`src/rtl/svol_pkg.sv`:
```
package svol_pkg;

   // Bit positions inside the command word that the decoder relies on.
   localparam int ADDR_LSB = 12;
   localparam int ADDR_W   = 2;
   localparam int SEL_LSB  = 8;
   localparam int CODE_LSB = 0;

   typedef enum logic [1:0] {
      SEL_BOTH  = 2'b00,
      SEL_LEFT  = 2'b01,
      SEL_RIGHT = 2'b10,
      SEL_NONE  = 2'b11
   } chan_sel_e;

   // Channel 0 is left, channel 1 is right.
   function automatic logic chan_hit(input chan_sel_e sel, input int ch);
      case (sel)
         SEL_BOTH:  return 1'b1;
         SEL_LEFT:  return (ch == 0);
         SEL_RIGHT: return (ch == 1);
         default:   return 1'b0;
      endcase
   endfunction

endpackage

```
`src/rtl/svol_sync.sv`:
```
module svol_sync #(
   parameter int WIDTH  = 3,
   parameter int STAGES = 2
) (
   input  logic             clk,
   input  logic             rst_n,
   input  logic [WIDTH-1:0] async_i,
   output logic [WIDTH-1:0] lvl_o
);

   if (STAGES < 2) begin : g_bad_stages
      $error("svol_sync: STAGES must be at least 2");
   end

   logic [STAGES-1:0][WIDTH-1:0] stg_q;

   always_ff @(posedge clk or negedge rst_n) begin
      if (!rst_n) stg_q <= '0;
      else        stg_q <= {stg_q[STAGES-2:0], async_i};
   end

   assign lvl_o = stg_q[STAGES-1];

endmodule

```
`src/rtl/svol_shift.sv`:
```
module svol_shift #(
   parameter int FRAME_W = 16,
   localparam int CNT_W  = $clog2(FRAME_W + 1)
) (
   input  logic               clk,
   input  logic               rst_n,
   input  logic               sclk_lvl,
   input  logic               sdat_lvl,
   input  logic               slat_lvl,
   output logic [FRAME_W-1:0] frame_o,
   output logic               lat_rise_o,
   output logic               commit_o
);

   logic               sclk_q, slat_q;
   logic               sclk_rise;
   logic [FRAME_W-1:0] shreg_q;
   logic [CNT_W-1:0]   cnt_q;

   assign sclk_rise  = sclk_lvl & ~sclk_q;
   assign lat_rise_o = slat_lvl & ~slat_q;

   always_ff @(posedge clk or negedge rst_n) begin
      if (!rst_n) begin
         sclk_q <= 1'b0;
         slat_q <= 1'b0;
      end else begin
         sclk_q <= sclk_lvl;
         slat_q <= slat_lvl;
      end
   end

   always_ff @(posedge clk or negedge rst_n) begin
      if (!rst_n)         shreg_q <= '0;
      else if (sclk_rise) shreg_q <= {shreg_q[FRAME_W-2:0], sdat_lvl};
   end

   // Edges since the last latch, saturating at one full word.
   always_ff @(posedge clk or negedge rst_n) begin
      if (!rst_n)
         cnt_q <= '0;
      else if (lat_rise_o)
         cnt_q <= sclk_rise ? CNT_W'(1) : '0;
      else if (sclk_rise && (cnt_q != CNT_W'(FRAME_W)))
         cnt_q <= cnt_q + CNT_W'(1);
   end

   assign frame_o  = shreg_q;
   assign commit_o = lat_rise_o && (cnt_q == CNT_W'(FRAME_W));

endmodule

```
`src/rtl/svol_decode.sv`:
```
module svol_decode
   import svol_pkg::*;
#(
   parameter int FRAME_W = 16,
   parameter int CODE_W  = 8,
   parameter int NUM_CH  = 2
) (
   input  logic [FRAME_W-1:0] frame_i,
   input  logic               commit_i,
   input  logic [ADDR_W-1:0]  strap_i,
   output logic [NUM_CH-1:0]  wr_o,
   output logic [CODE_W-1:0]  code_o
);

   if (ADDR_LSB + ADDR_W > FRAME_W) begin : g_bad_frame
      $error("svol_decode: address field outside the word");
   end
   if (CODE_LSB + CODE_W > SEL_LSB) begin : g_bad_code
      $error("svol_decode: code field overlaps the channel field");
   end

   chan_sel_e sel;
   logic      addr_hit;
   logic      dc_unused;

   assign sel       = chan_sel_e'(frame_i[SEL_LSB +: 2]);
   assign addr_hit  = (frame_i[ADDR_LSB +: ADDR_W] == strap_i);
   assign code_o    = frame_i[CODE_LSB +: CODE_W];
   assign dc_unused = ^{frame_i[FRAME_W-1:ADDR_LSB+ADDR_W], frame_i[ADDR_LSB-1:SEL_LSB+2]};

   for (genvar ch = 0; ch < NUM_CH; ch++) begin : g_wr
      assign wr_o[ch] = commit_i && addr_hit && chan_hit(sel, ch);
   end

endmodule

```
`src/rtl/svol_chan.sv`:
```
module svol_chan #(
   parameter int          CODE_W     = 8,
   parameter int          MAX_STEP   = 80,
   parameter logic [CODE_W-1:0] RESET_CODE = '1,
   localparam int         STEP_W     = $clog2(MAX_STEP + 1)
) (
   input  logic              clk,
   input  logic              rst_n,
   input  logic              wr_i,
   input  logic [CODE_W-1:0] code_i,
   output logic [STEP_W-1:0] step_o,
   output logic              mute_o,
   output logic              upd_o
);

   localparam logic [CODE_W-1:0] MAX_C = CODE_W'(MAX_STEP);
   localparam logic [STEP_W-1:0] MAX_S = STEP_W'(MAX_STEP);

   logic [CODE_W-1:0] code_q;
   logic              upd_q;
   logic              over;

   always_ff @(posedge clk or negedge rst_n) begin
      if (!rst_n) begin
         code_q <= RESET_CODE;
         upd_q  <= 1'b0;
      end else begin
         upd_q <= wr_i;
         if (wr_i) code_q <= code_i;
      end
   end

   assign over   = (code_q > MAX_C);
   assign step_o = over ? MAX_S : code_q[STEP_W-1:0];
   assign mute_o = over;
   assign upd_o  = upd_q;

endmodule

```
`src/rtl/svol_ctrl.sv`:
```
module svol_ctrl #(
   parameter int  FRAME_W     = 16,
   parameter int  CODE_W      = 8,
   parameter int  MAX_STEP    = 80,
   parameter int  SYNC_STAGES = 2,
   localparam int STEP_W      = $clog2(MAX_STEP + 1)
) (
   input  logic              clk,
   input  logic              rst_n,
   input  logic              sclk_i,
   input  logic              sdat_i,
   input  logic              slat_i,
   input  logic [1:0]        strap_i,
   output logic [STEP_W-1:0] l_step_o,
   output logic              l_mute_o,
   output logic              l_upd_o,
   output logic [STEP_W-1:0] r_step_o,
   output logic              r_mute_o,
   output logic              r_upd_o
);

   localparam int NUM_CH = 2;

   if (MAX_STEP >= (1 << CODE_W)) begin : g_bad_step
      $error("svol_ctrl: MAX_STEP must leave codes for mute");
   end

   logic [2:0]              lvl;
   logic [FRAME_W-1:0]      frame;
   logic                    lat_rise;
   logic                    commit;
   logic [NUM_CH-1:0]       wr;
   logic [CODE_W-1:0]       code;
   logic [NUM_CH-1:0][STEP_W-1:0] step;
   logic [NUM_CH-1:0]       mute;
   logic [NUM_CH-1:0]       upd;

   svol_sync #(.WIDTH(3), .STAGES(SYNC_STAGES)) u_sync (
      .clk     (clk),
      .rst_n   (rst_n),
      .async_i ({slat_i, sdat_i, sclk_i}),
      .lvl_o   (lvl)
   );

   svol_shift #(.FRAME_W(FRAME_W)) u_shift (
      .clk        (clk),
      .rst_n      (rst_n),
      .sclk_lvl   (lvl[0]),
      .sdat_lvl   (lvl[1]),
      .slat_lvl   (lvl[2]),
      .frame_o    (frame),
      .lat_rise_o (lat_rise),
      .commit_o   (commit)
   );

   svol_decode #(.FRAME_W(FRAME_W), .CODE_W(CODE_W), .NUM_CH(NUM_CH)) u_dec (
      .frame_i  (frame),
      .commit_i (commit),
      .strap_i  (strap_i),
      .wr_o     (wr),
      .code_o   (code)
   );

   for (genvar ch = 0; ch < NUM_CH; ch++) begin : g_ch
      svol_chan #(.CODE_W(CODE_W), .MAX_STEP(MAX_STEP)) u_chan (
         .clk    (clk),
         .rst_n  (rst_n),
         .wr_i   (wr[ch]),
         .code_i (code),
         .step_o (step[ch]),
         .mute_o (mute[ch]),
         .upd_o  (upd[ch])
      );
   end

   assign l_step_o = step[0];
   assign l_mute_o = mute[0];
   assign l_upd_o  = upd[0];
   assign r_step_o = step[1];
   assign r_mute_o = mute[1];
   assign r_upd_o  = upd[1];

endmodule

```
`config.mk`:
```
export PLATFORM = sky130hd
export DESIGN_NAME = svol_ctrl
export DESIGN_NICKNAME = d
export VERILOG_FILES = /design/src/rtl/svol_pkg.sv /design/src/rtl/svol_sync.sv /design/src/rtl/svol_shift.sv /design/src/rtl/svol_decode.sv /design/src/rtl/svol_chan.sv /design/src/rtl/svol_ctrl.sv
export SDC_FILE = /design/constraint.sdc
export NUM_CORES = 1
export LEC_CHECK = 0
export ABC_AREA = 1
export BUFFER_PORTS_ARGS = -buffer_cell sky130_fd_sc_hd__buf_2
export CORE_MARGIN = 4
export CORE_UTILIZATION = 59
export CTS_CLUSTER_DIAMETER = 60
export DETAILED_ROUTE_END_ITERATION = 6
export GPL_TIMING_DRIVEN = 0
export PLACE_DENSITY = 0.81
export SLEW_MARGIN = 20
export SYNTH_ARGS = -nofsm -noshare
export SYNTH_HDL_FRONTEND = slang
export SYNTH_SLANG_ARGS = --single-unit
```
`constraint.sdc`:
```
create_clock -name clk -period 3.7 [get_ports clk]
set_clock_uncertainty 0.1 [all_clocks]
set_input_delay 0.37 -clock clk [delete_from_list [all_inputs] [get_ports clk]]
set_output_delay 0.37 -clock clk [all_outputs]
set_load 0.05 [all_outputs]
```
# Word level (Yosys, flattened, before mapping)
# Cells that the tools add are included.
# W data, S select, Z words.
# totals
inputBits,7
register_bits,45
out_inout_bits,18
elab_cells,38
# op_classes
bitwise,4
mux,7
magnitude_cmp,2
eq_ne,5
addsub,1
reduce_logical,9
# op_table
op,n
$gt A8 B7 Y1 const B,2
$mux W7,2
$mux W5,2
$add A5 B1 Y5 const B,1
$eq A5 B5 Y1 const B,1
$logic_and A1 B1 Y1,5
$ne A5 B5 Y1 const B,1
$reduce_or A2 Y1,2
$mux W1,3
$and A1 B1 Y1,2
$eq A2 B1 Y1 const B,1
$eq A2 B2 Y1,1
$eq A2 B2 Y1 const B,1
$logic_not A2 Y1,1
$not A1 Y1,2
$reduce_bool A2 Y1,1

# Longest topological paths before layout
# Gate-level depths: netlist of run 1.
# logic_depth
depth_word,5
depth_mapped,9
ltp_nobuf,9

# Cells and area by module
# From an unflattened synthesis of run 1, not the netlist that was laid out.
# hier_totals
cells_unflattened,253
area_unflattened_um2,2199.6
# modules_own_cells
module,seq_area_each_um2,instances,area_per_inst_um2,cells_each
svol_shift,575.6,1,1044.8,118
svol_chan,235.2,2,436.7,53
svol_sync,150.1,1,172.7,9
svol_decode,0.0,1,108.9,20

# Worst setup path after synthesis of run 1
# No wires, ideal clock.
# synth_path
path_type,reg-to-output
from,register g_ch[1].u_chan.code_q[4]
to,output r_step_o[2]
n_path_buf,0
path_slack_ns,1.234
t_required_ns,3.230
path_stages_with_launch,5
arrival_ns,1.996
path_cell_list,dfstp_2 > inv_1 > nor3_1 > nand2_1 > a21boi_0
# synth_via
elab_chain_cells,2
# synth_rtl
item,line_no,rtl
start: declaration,svol_chan.sv:19,logic [CODE_W-1:0] code_q;
start signal: assignment,svol_chan.sv:29,if (wr_i) code_q <= code_i;
$gt A8 B7 Y1,svol_chan.sv:33,assign over = (code_q > MAX_C);
$mux W7,svol_chan.sv:34,assign step_o = over ? MAX_S : code_q[STEP_W-1:0];
end: declaration,svol_ctrl.sv:17,"output logic [STEP_W-1:0] r_step_o,"
# No other way between the ends.

# Final worst setup path of run 1
# layout_path
from,register g_ch[0].u_chan.code_q[6]
to,output l_step_o[6]
# layout_via
elab_chain_cells,2
# layout_rtl
item,line_no,rtl
start: declaration,svol_chan.sv:19,
start signal: assignment,svol_chan.sv:29,
$gt A8 B7 Y1,svol_chan.sv:33,
$mux W7 *,svol_chan.sv:34,
end: declaration,svol_ctrl.sv:14,"output logic [STEP_W-1:0] l_step_o,"
# Mark *: on every way between the ends. The rest lies on a longest branch, timed or not.

==> results of run 1 <==
-- Yosys cell counts, types with 2 or more instances --
library cell	number	area [µm²]
nand2_1	91	342
nand4_1	18	113
ha_1	2	25.0
inv_1	26	97.6
nand3_4	2	35.0
nand2_2	4	25.0
nor2_1	5	18.8
a21oi_1	4	20.0
dfrtp_1	29	726
nand3_1	6	30.0
nor2_8	2	40.0
nor3_1	4	20.0
buf_2	5	25.0
o21ai_0	9	45.0
a21boi_0	6	45.0
dfstp_2	16	420
-- routing by layer --
layer  global-route usage (%)  up-vias
met3                     6.49        5
met2                     27.1       22
met1                     26.5      738
met5                        0        -
li1                         -      828
met4                     6.08        0
-- cell families (layout without fill, tap and decap cells) --
kind of cell    count (synthesis)  in the layout  share of synthesized area, %
simple gates                  134            134                          30.6
flops                          45             45                          54.4
buf+inv                        35             70                          7.42
compound gates                 21             21                          5.94
fa+ha+maj                       2              2                          1.19
xor+xnor                        1              1                         0.416
-- stage by stage --
| stage | utilization, % | hold WS [ns] | power [mW] | cells | worst slack [ns] |
|---|---|---|---|---|---|
| after CTS | 70.9 | 0.0587 | 1.08 | 319 | 1.28 |
| after floorplan | - | -0.0256 | 0.713 | 238 | 1.23 |
| after detailed placement | 67.4 | 0.240 | 0.761 | 308 | 1.70 |
| final | 70.9 | 0.0393 | 1.07 | 319 | 1.30 |
| after global placement | 67.4 | 0.231 | 0.752 | 308 | 1.77 |
| after global routing | 70.9 | 0.0907 | 1.13 | 319 | 1.16 |
-- path summary, 6_finish.rpt --
path	start	end	slack [ns]
setup / recovery	g_ch[0].u_chan.code_q[6]	l_step_o[6]	1.30
hold / removal	rst_n	u_sync.stg_q[2]	0.04
setup reg to reg	u_shift.cnt_q[0]	g_ch[1].u_chan.code_q[2]	2.11
hold reg to reg	u_sync.stg_q[2]	u_sync.lvl_o[2]	0.27
max in group asynchronous	rst_n	u_sync.stg_q[1]	2.88
min in group clk	u_sync.stg_q[2]	u_sync.lvl_o[2]	0.27
-- final cells by class --
cell class | count | share of cell area [%]
Buffer | 7 | 2.13
Inverter | 28 | 4.37
Clock buffer | 6 | 2.13
Timing Repair Buffer | 27 | 6.25
Tap cell | 46 | 2.39
Multi-Input combinational cell | 158 | 33.5
Clock inverter | 2 | 1.56
Sequential cell | 45 | 47.7
-- registers in the layout, indices dropped and copies added, names as in the netlist --
name,flops
g_ch.u_chan.code_q,16
u_shift.frame_o,14
u_shift.cnt_q,5
u_sync.lvl_o,3
u_sync.stg_q,3
g_ch.u_chan.upd_o,2
u_shift.sclk_q,1
u_shift.slat_q,1
-- power breakdown --
part / internal, mW / leakage (nW) / switching, mW
clock network: 0.161 / 0.0445 / 0.153
logic: 0.0617 / 0.705 / 0.110
registers: 0.540 / 0.539 / 0.0436
-- timing repair --
| item | in CTS | in global routing |
|---|---|---|
| endpoints found under the hold margin | 3 | 0 |
| gates resized for setup | 0 | 0 |
| buffers inserted | 0 | 0 |
| endpoints found under the setup margin | 0 | 0 |
| hold buffers | 3 | 0 |
==> flow_summary.yaml, run 1 <==
timing:
  slew_violations: 0
  tns_ns: 0
  rsz0062_at_grt: "false"
  slew_headroom_pct: 37.4
  fin_crit_sh_pct: 64.9
  final_hold_viol_count: 0
  max_freq_mhz: 416
  tightest_slew_ns: 0.940
  fin_crit_ns: 2.40
  report.final.setup_viol: 0
clocking:
  htreeDepth: 2
  clock_sinks: 45
  clkLatencyLatePin_ns: 0.35
  cts_tree: "done"
  cts_root_buf: "clkbuf_4"
  cts_made_buffers: 5
  cts_buffer_depth: 2
  path_clk_slew_ns: 0.13
power:
  irDropWorstVdd_v: 0.000300
  cellLeakagePower_nw: 1.29
  p_per_area_nw_per_um2: 445
critical_path:
  crit_slowest_cell: "dfstp_2"
  crit_top_cell: "nand2_1"
  crit_chain: "inv_1 -> o21ai_0 -> nand2_1 -> nand2_1 -> buf_2"
  crit_arrival_ns: 1.93
  cp.depth: 5
  crit_buf_inv: 2
  cp_max_fo: 6
  start_kind: "flip-flop"
  endpoint_kind: "primary output"
  slowest_delay_ns: 0.57
  crit_family: "flip-flops"
  critical_path_required_ns: 3.23
  ff2ff_path_depth: 9
  worstSetupPathType: "reg -> out"
cells_and_area:
  fin_area_um2: 2400
  drive_above_1_share_pct: 24.2
  syn_to_final_growth_pct: 14.1
  mostFrequentLayoutCell: "nand2_1"
  multi_input_area_um2: 805
  nFillCells: 263
  regArea_um2: 1150
  layout_common_cells: "91 x nand2_1, 29 x buf_2, 29 x dfrtp_1"
  diodes: 0
  nNetsFinal: 281
route:
  routedWlPerCell_um: 11.4
  drt.antenna.violating_nets: 0
  first_iter_violations: 128
  vias_per_cell: 4.99
  highest_layer: "met4"
  met1Wirelength_mm: 1.80
  first_pass_iters: 4
  drc: 0
  wl_mm: 3.65
  wl_met2_mm: 1.65
  vias: 1593
  met3WireLength_um: 144
flow_run:
  drv_cap: 0
yosys:
  avgSynthCellArea_um2: 8.85
  synth_seq_area_share_pct: 54.4
  synth_area_um2: 2110
  syn_inst: 238
  ys.flop_type: "dfrtp_1"
  synth_nets: 247
  ys_ff_latch: 45
  yosysUniqueCellTypes: 25
  synth-edff-count: 0
  ys.warnings.count: 0
  synthArstFlopShare_pct: 100
die:
  die_w_um: 67.8
  die_h_um: 67.8
  start_util_pct: 62.2
  fp.coreArea_um2: 3390
  die_area_um2: 4590
  io_pins: 25
  placementRows: 21
grt:
  grt_pass1_vias: 1425
  grt_pass1_wl_mm: 6.29
  grt_usage_pct: 18.8
  grt_start_max_net_pins: 46
  grt_remaining_overflow: 0
  antenna_found_initial: 0
placement:
  io_buffers: 24
  dp_hpwl_mm: 2.60
  placed_area_um2: 2280
  place_congestion: 0.864
worst_hold_path:
  hold_path.class: "in -> async"
outcome:
  status: "finished, final reports clean"
(Power assumes the default switching activity.)
==> inputs of run 2 (changes only) <==
Settings changed: CORE_UTILIZATION 59 to 57, PLACE_DENSITY 0.81 to 0.78.
Clock period 3.7 ns to 2.4 ns, I/O delays scaled along.
==> run 2 against run 1 <==
Compared with the run above: the run now ends with hold timing left; worst hold slack got worse by 0.056 ns; largest cell class unchanged; via count rose by 4.8%; flip-flop and latch count did not move; critical endpoint is now r_step_o[4].
==> flow_summary.yaml, run 2 (synthesized netlist as in run 1, its figures left out) <==
outcome:
  status: "complete, but fails checks"
  violations: "hold timing"
die:
  die_w_um: 68.8
  placementRows: 21
  start_util_pct: 61.2
  fp.coreArea_um2: 3440
  die_area_um2: 4730
  die_h_um: 68.8
  io_pins: 25
power:
  swShare_pct: 28.8
  p_comb_share_pct: 15.2
  cellLeakagePower_nw: 1.30
  p_per_area_nw_per_um2: 716
  p_seq_share_pct: 51.7
  p_switching_mw: 0.501
  intPower_mw: 1.24
  pwr-share-clk_pct: 33.1
  irDropWorstVdd_v: 0.000576
clocking:
  clkLatencyLatePin_ns: 0.30
  cts_made_buffers: 5
  path_clk_slew_ns: 0.09
  post_cts.repair.setup_buffers: 0
  cts_buffer_depth: 2
  cts_root_buf: "clkbuf_8"
  clock_sinks: 45
  cts_tree: "done"
  cts_hold_buf: 3
  htreeDepth: 2
  cts_resized: 0
route:
  wl_mm: 3.93
  routedWlPerCell_um: 12.3
  vias_per_cell: 5.23
  first_pass_iters: 4
  vias: 1669
  first_iter_violations: 139
  drc: 0
  drt.antenna.violating_nets: 0
timing:
  fin_crit_sh_pct: 93.3
  rsz0062_at_grt: "false"
  report.final.setup_viol: 0
  slew_headroom_pct: 35.9
  final_hold_viol_count: 19
  holdWs_ns: -0.0171
  slew_violations: 0
  max_freq_mhz: 447
  tns_ns: 0
  fin_crit_ns: 2.24
  layout_setup_ws_ns: 0.161
  tightest_slew_ns: 0.962
critical_path:
  endpoint_kind: "primary output"
  crit_arrival_ns: 1.90
  critical_path_required_ns: 2.06
  slowest_delay_ns: 0.56
  crit_top_cell: "nand2_1"
  cp_max_fo: 6
  crit_slowest_cell: "dfstp_2"
  start_kind: "flip-flop"
  worstSetupPathType: "reg -> out"
  crit_chain: "inv_1 -> o21ai_0 -> nand2_1 -> nand2_1 -> buf_2"
grt:
  grt_pass1_wl_mm: 6.78
  grt_remaining_overflow: 0
  grt_start_max_net_pins: 46
  grt_usage_pct: 19.5
  antenna_found_initial: 0
  grt_pass1_vias: 1562
placement:
  place_inst: 308
  place_congestion: 0.759
  io_buffers: 24
  placed_area_um2: 2280
  dp_hpwl_mm: 2.76
  pre_cts_ws_ns: 0.499
cells_and_area:
  fin_area_um2: 2430
  layout_common_cells: "91 x nand2_1, 29 x buf_2, 29 x dfrtp_1"
  mostFrequentLayoutCell: "nand2_1"
  syn_to_final_growth_pct: 15.3
  nNetsFinal: 281
  max_flop_register: "g_ch.u_chan.code_q"
  drive_above_1_share_pct: 24.2
  final_util_pct: 70.6
  diodes: 0
  largest_reg_flops: 16
  instances_no_fill: 319
worst_hold_path:
  hold_path.class: "in -> async"
flow_run:
  drv_cap: 0
==> run 2: cell count changes in the layout (fill, tap and decap cells not counted) <==
cell,delta
clkbuf_4,-5
clkbuf_8,+4
clkinv_4,+1
==> run 2: path summary, 6_finish.rpt <==
kind                                          startpoint                       end  slack (ns)  cells past startpoint
worst max-delay path            g_ch[1].u_chan.code_q[6]               r_step_o[4]        0.16                      5
worst min-delay path                               rst_n           u_sync.stg_q[2]       -0.02                      1
worst max register to register          u_shift.cnt_q[0]  g_ch[0].u_chan.code_q[6]        0.83                      9
worst min register to register           u_sync.stg_q[2]           u_sync.lvl_o[2]        0.25                      0
max in group asynchronous                          rst_n        u_shift.frame_o[5]        1.61                      1
min in group clk                         u_sync.stg_q[2]           u_sync.lvl_o[2]        0.25                      0
==> run 2: critical path: cells and delay by family (launching register included) <==
kind / cells / cell delay (ns)
AND/OR/NAND/NOR: 2 / 0.26
AO/OA/AOI/OAI: 1 / 0.47
buffers and inverters: 2 / 0.31
flip-flops: 1 / 0.56
==> run 2: final cells by class <==
class / instances / area, µm²
Multi-Input combinational cell: 158 / 805
Clock inverter: 3 / 46.3
Timing Repair Buffer: 27 / 150
Buffer: 7 / 51.3
Clock buffer: 5 / 68.8
Inverter: 28 / 105
Tap cell: 46 / 57.6
Sequential cell: 45 / 1150
Fill cell: 268 / 1010
==> run 2: power groups by stage <==
stage	clock (mW)	sequential, mW	combinational (mW)
floorplan	0	0.892	0.206
global placement	0	0.909	0.251
detailed placement	0	0.910	0.261
CTS	0.584	0.897	0.268
global route	0.615	0.907	0.303
finish	0.576	0.899	0.265
==> run 2: stage by stage <==
stage               power, mW  hold slack [ns]
floorplan                1.10           -0.156
global placement         1.16            0.231
detailed placement       1.17            0.235
CTS                      1.75           0.0143
global route             1.83           0.0660
finish                   1.74          -0.0171
==> run 2: routing by layer <==
layer	track usage [%]	routed length (µm)	part of all wire (%)	vias up
li1	-	-	-	829
met1	25.0	1780	45	799
met2	32.2	1920	49	34
met3	5.35	181	4.6	7
met4	6.33	48	1.2	0
met5	0	0	0	-
==> inputs of run 3 (changes only) <==
Settings changed: CORE_ASPECT_RATIO from default to 1.4, SETUP_SLACK_MARGIN from default to 0.2.
==> run 3 against run 2 <==
Compared with the run above: the run still ends with hold timing left; cell count is 1.9% lower; final area hardly changed; register-to-register slack hardly changed; count of clock-buffer cells in the layout is 2 higher; critical path depth stayed put; sequential power is 0.4% lower; largest power group unchanged; highest routed layer unchanged.
==> flow_summary.yaml, run 3 (synthesized netlist as in run 1, its figures left out) <==
grt:
  grt_remaining_overflow: 0
  antenna_found_initial: 0
  grt_start_max_net_pins: 46
  grt_pass1_wl_mm: 6.75
  grt_usage_pct: 18.6
  grt_pass1_vias: 1600
critical_path:
  worstSetupPathType: "reg -> out"
  crit_family: "flip-flops"
  crit_buf_inv: 2
  slowest_delay_ns: 0.56
  endpoint_kind: "primary output"
  critical_path_required_ns: 2.06
  crit_slowest_cell: "dfstp_2"
  crit_chain: "inv_1 -> nor3_1 -> nand2_1 -> a21boi_0 -> buf_2"
  start_kind: "flip-flop"
  crit_arrival_ns: 1.70
  cp_max_fo: 6
timing:
  tightest_slew_ns: 0.938
  slew_headroom_pct: 37.5
  max_freq_mhz: 490
  report.final.setup_viol: 0
  tns_ns: 0
  layout_setup_ws_ns: 0.361
  fin_crit_ns: 2.04
  slew_violations: 0
  holdWs_ns: -0.0119
  final_hold_viol_count: 17
  rsz0062_at_grt: "false"
  fin_crit_sh_pct: 85.0
cells_and_area:
  nNetsFinal: 281
  fin_area_um2: 2430
  drive_above_1_share_pct: 23.8
  layout_common_cells: "91 x nand2_1, 29 x dfrtp_1, 27 x buf_2"
  syn_to_final_growth_pct: 15.3
  diodes: 0
  max_flop_register: "g_ch.u_chan.code_q"
  largest_reg_flops: 16
  instances_no_fill: 313
  mostFrequentLayoutCell: "nand2_1"
  nFillCells: 285
clocking:
  cts_tree: "done"
  cts_made_buffers: 5
  path_clk_slew_ns: 0.08
  clkLatencyLatePin_ns: 0.29
  cts_root_buf: "clkbuf_8"
  htreeDepth: 2
  post_cts.repair.setup_buffers: 0
  cts_buffer_depth: 2
  clock_sinks: 45
placement:
  placed_area_um2: 2280
  place_congestion: 0.784
  io_buffers: 24
  place_inst: 302
  pre_cts_ws_ns: 0.492
  dp_hpwl_mm: 2.71
route:
  first_iter_violations: 51
  vias_per_cell: 5.15
  routedWlPerCell_um: 11.7
  drt.antenna.violating_nets: 0
  vias: 1612
  first_pass_iters: 4
  drc: 0
  wl_mm: 3.66
worst_hold_path:
  hold_path.class: "in -> async"
outcome:
  status: "complete, but fails checks"
  violations: "hold timing"
power:
  cellLeakagePower_nw: 1.30
  irDropWorstVdd_v: 0.000578
  p_per_area_nw_per_um2: 711
  p_total_mw: 1.73
die:
  die_area_um2: 4750
  die_w_um: 59.4
  placementRows: 25
  die_h_um: 79.9
  fp.coreArea_um2: 3470
  start_util_pct: 60.7
  io_pins: 25
flow_run:
  drv_cap: 0
==> run 3: cell count changes in the layout (fill, tap and decap cells not counted), sizes merged <==
cell / change
clkbuf: +2
clkinv: -1
clkinvlp: -1
==> run 3: final timing paths <==
path | start | slack (ns) | depth (start not counted) | endpoint
worst max-delay path | g_ch[1].u_chan.code_q[4] | 0.36 | 5 | r_step_o[5]
worst min-delay path | rst_n | -0.01 | 1 | u_sync.stg_q[2]
worst max register to register | u_shift.cnt_q[0] | 0.82 | 9 | g_ch[0].u_chan.code_q[6]
worst min register to register | u_sync.stg_q[0] | 0.25 | 0 | u_sync.lvl_o[0]
max in group asynchronous | rst_n | 1.63 | 1 | u_shift.frame_o[5]
min in group clk | u_sync.stg_q[0] | 0.25 | 0 | u_sync.lvl_o[0]
==> run 3: worst register-to-register path, stage by stage, from the launching register on <==
cell,delay [ns]
dfrtp_1,0.44
inv_1,0.08
ha_1,0.15
nand2_1,0.05
inv_1,0.08
nand2_4,0.07
nor2_8,0.18
buf_8,0.15
nand4_1,0.12
nand2_1,0.10
==> run 3: routing by layer <==
metal	track usage (%)	vias to the layer above	routed length, µm
met4	6.58	0	72
met5	0	-	0
met3	3.72	6	134
met2	32.5	23	1880
met1	22.0	759	1580
li1	-	824	-
==> run 3: area by class of cell <==
cell class	count	area, µm²	share of cell area (%)
timing repair buffer	27	155	6.39
inverter	28	105	4.33
buffer	7	51.3	2.11
sequential	45	1150	47.2
tap	40	50.0	2.06
multi-input combinational	158	805	33.1
clock buffer	7	86.3	3.55
clock inverter	1	30.0	1.24
==> run 3: timing repair <==
action,4_1_cts,5_1_grt
gates resized for setup,1,5
endpoints found under the setup margin,3,5
endpoints found under the hold margin,3,0
hold buffers,3,0
==> run 3: report_power, final <==
group	internal [mW]	switching (mW)	leakage (nW)	total, mW
Sequential	0.833	0.0622	0.539	0.895
Clock	0.339	0.232	0.0585	0.571
Combinational	0.0952	0.166	0.707	0.261
Total	1.27	0.460	1.30	1.73
==> run 3: through the flow <==
stage / utilization [%] / hold slack, ns
floorplan: - / -0.156
global placement: 65.6 / 0.232
detailed placement: 65.6 / 0.237
CTS: 69.8 / 0.0215
global route: 69.9 / 0.0565
finish: 69.9 / -0.0119
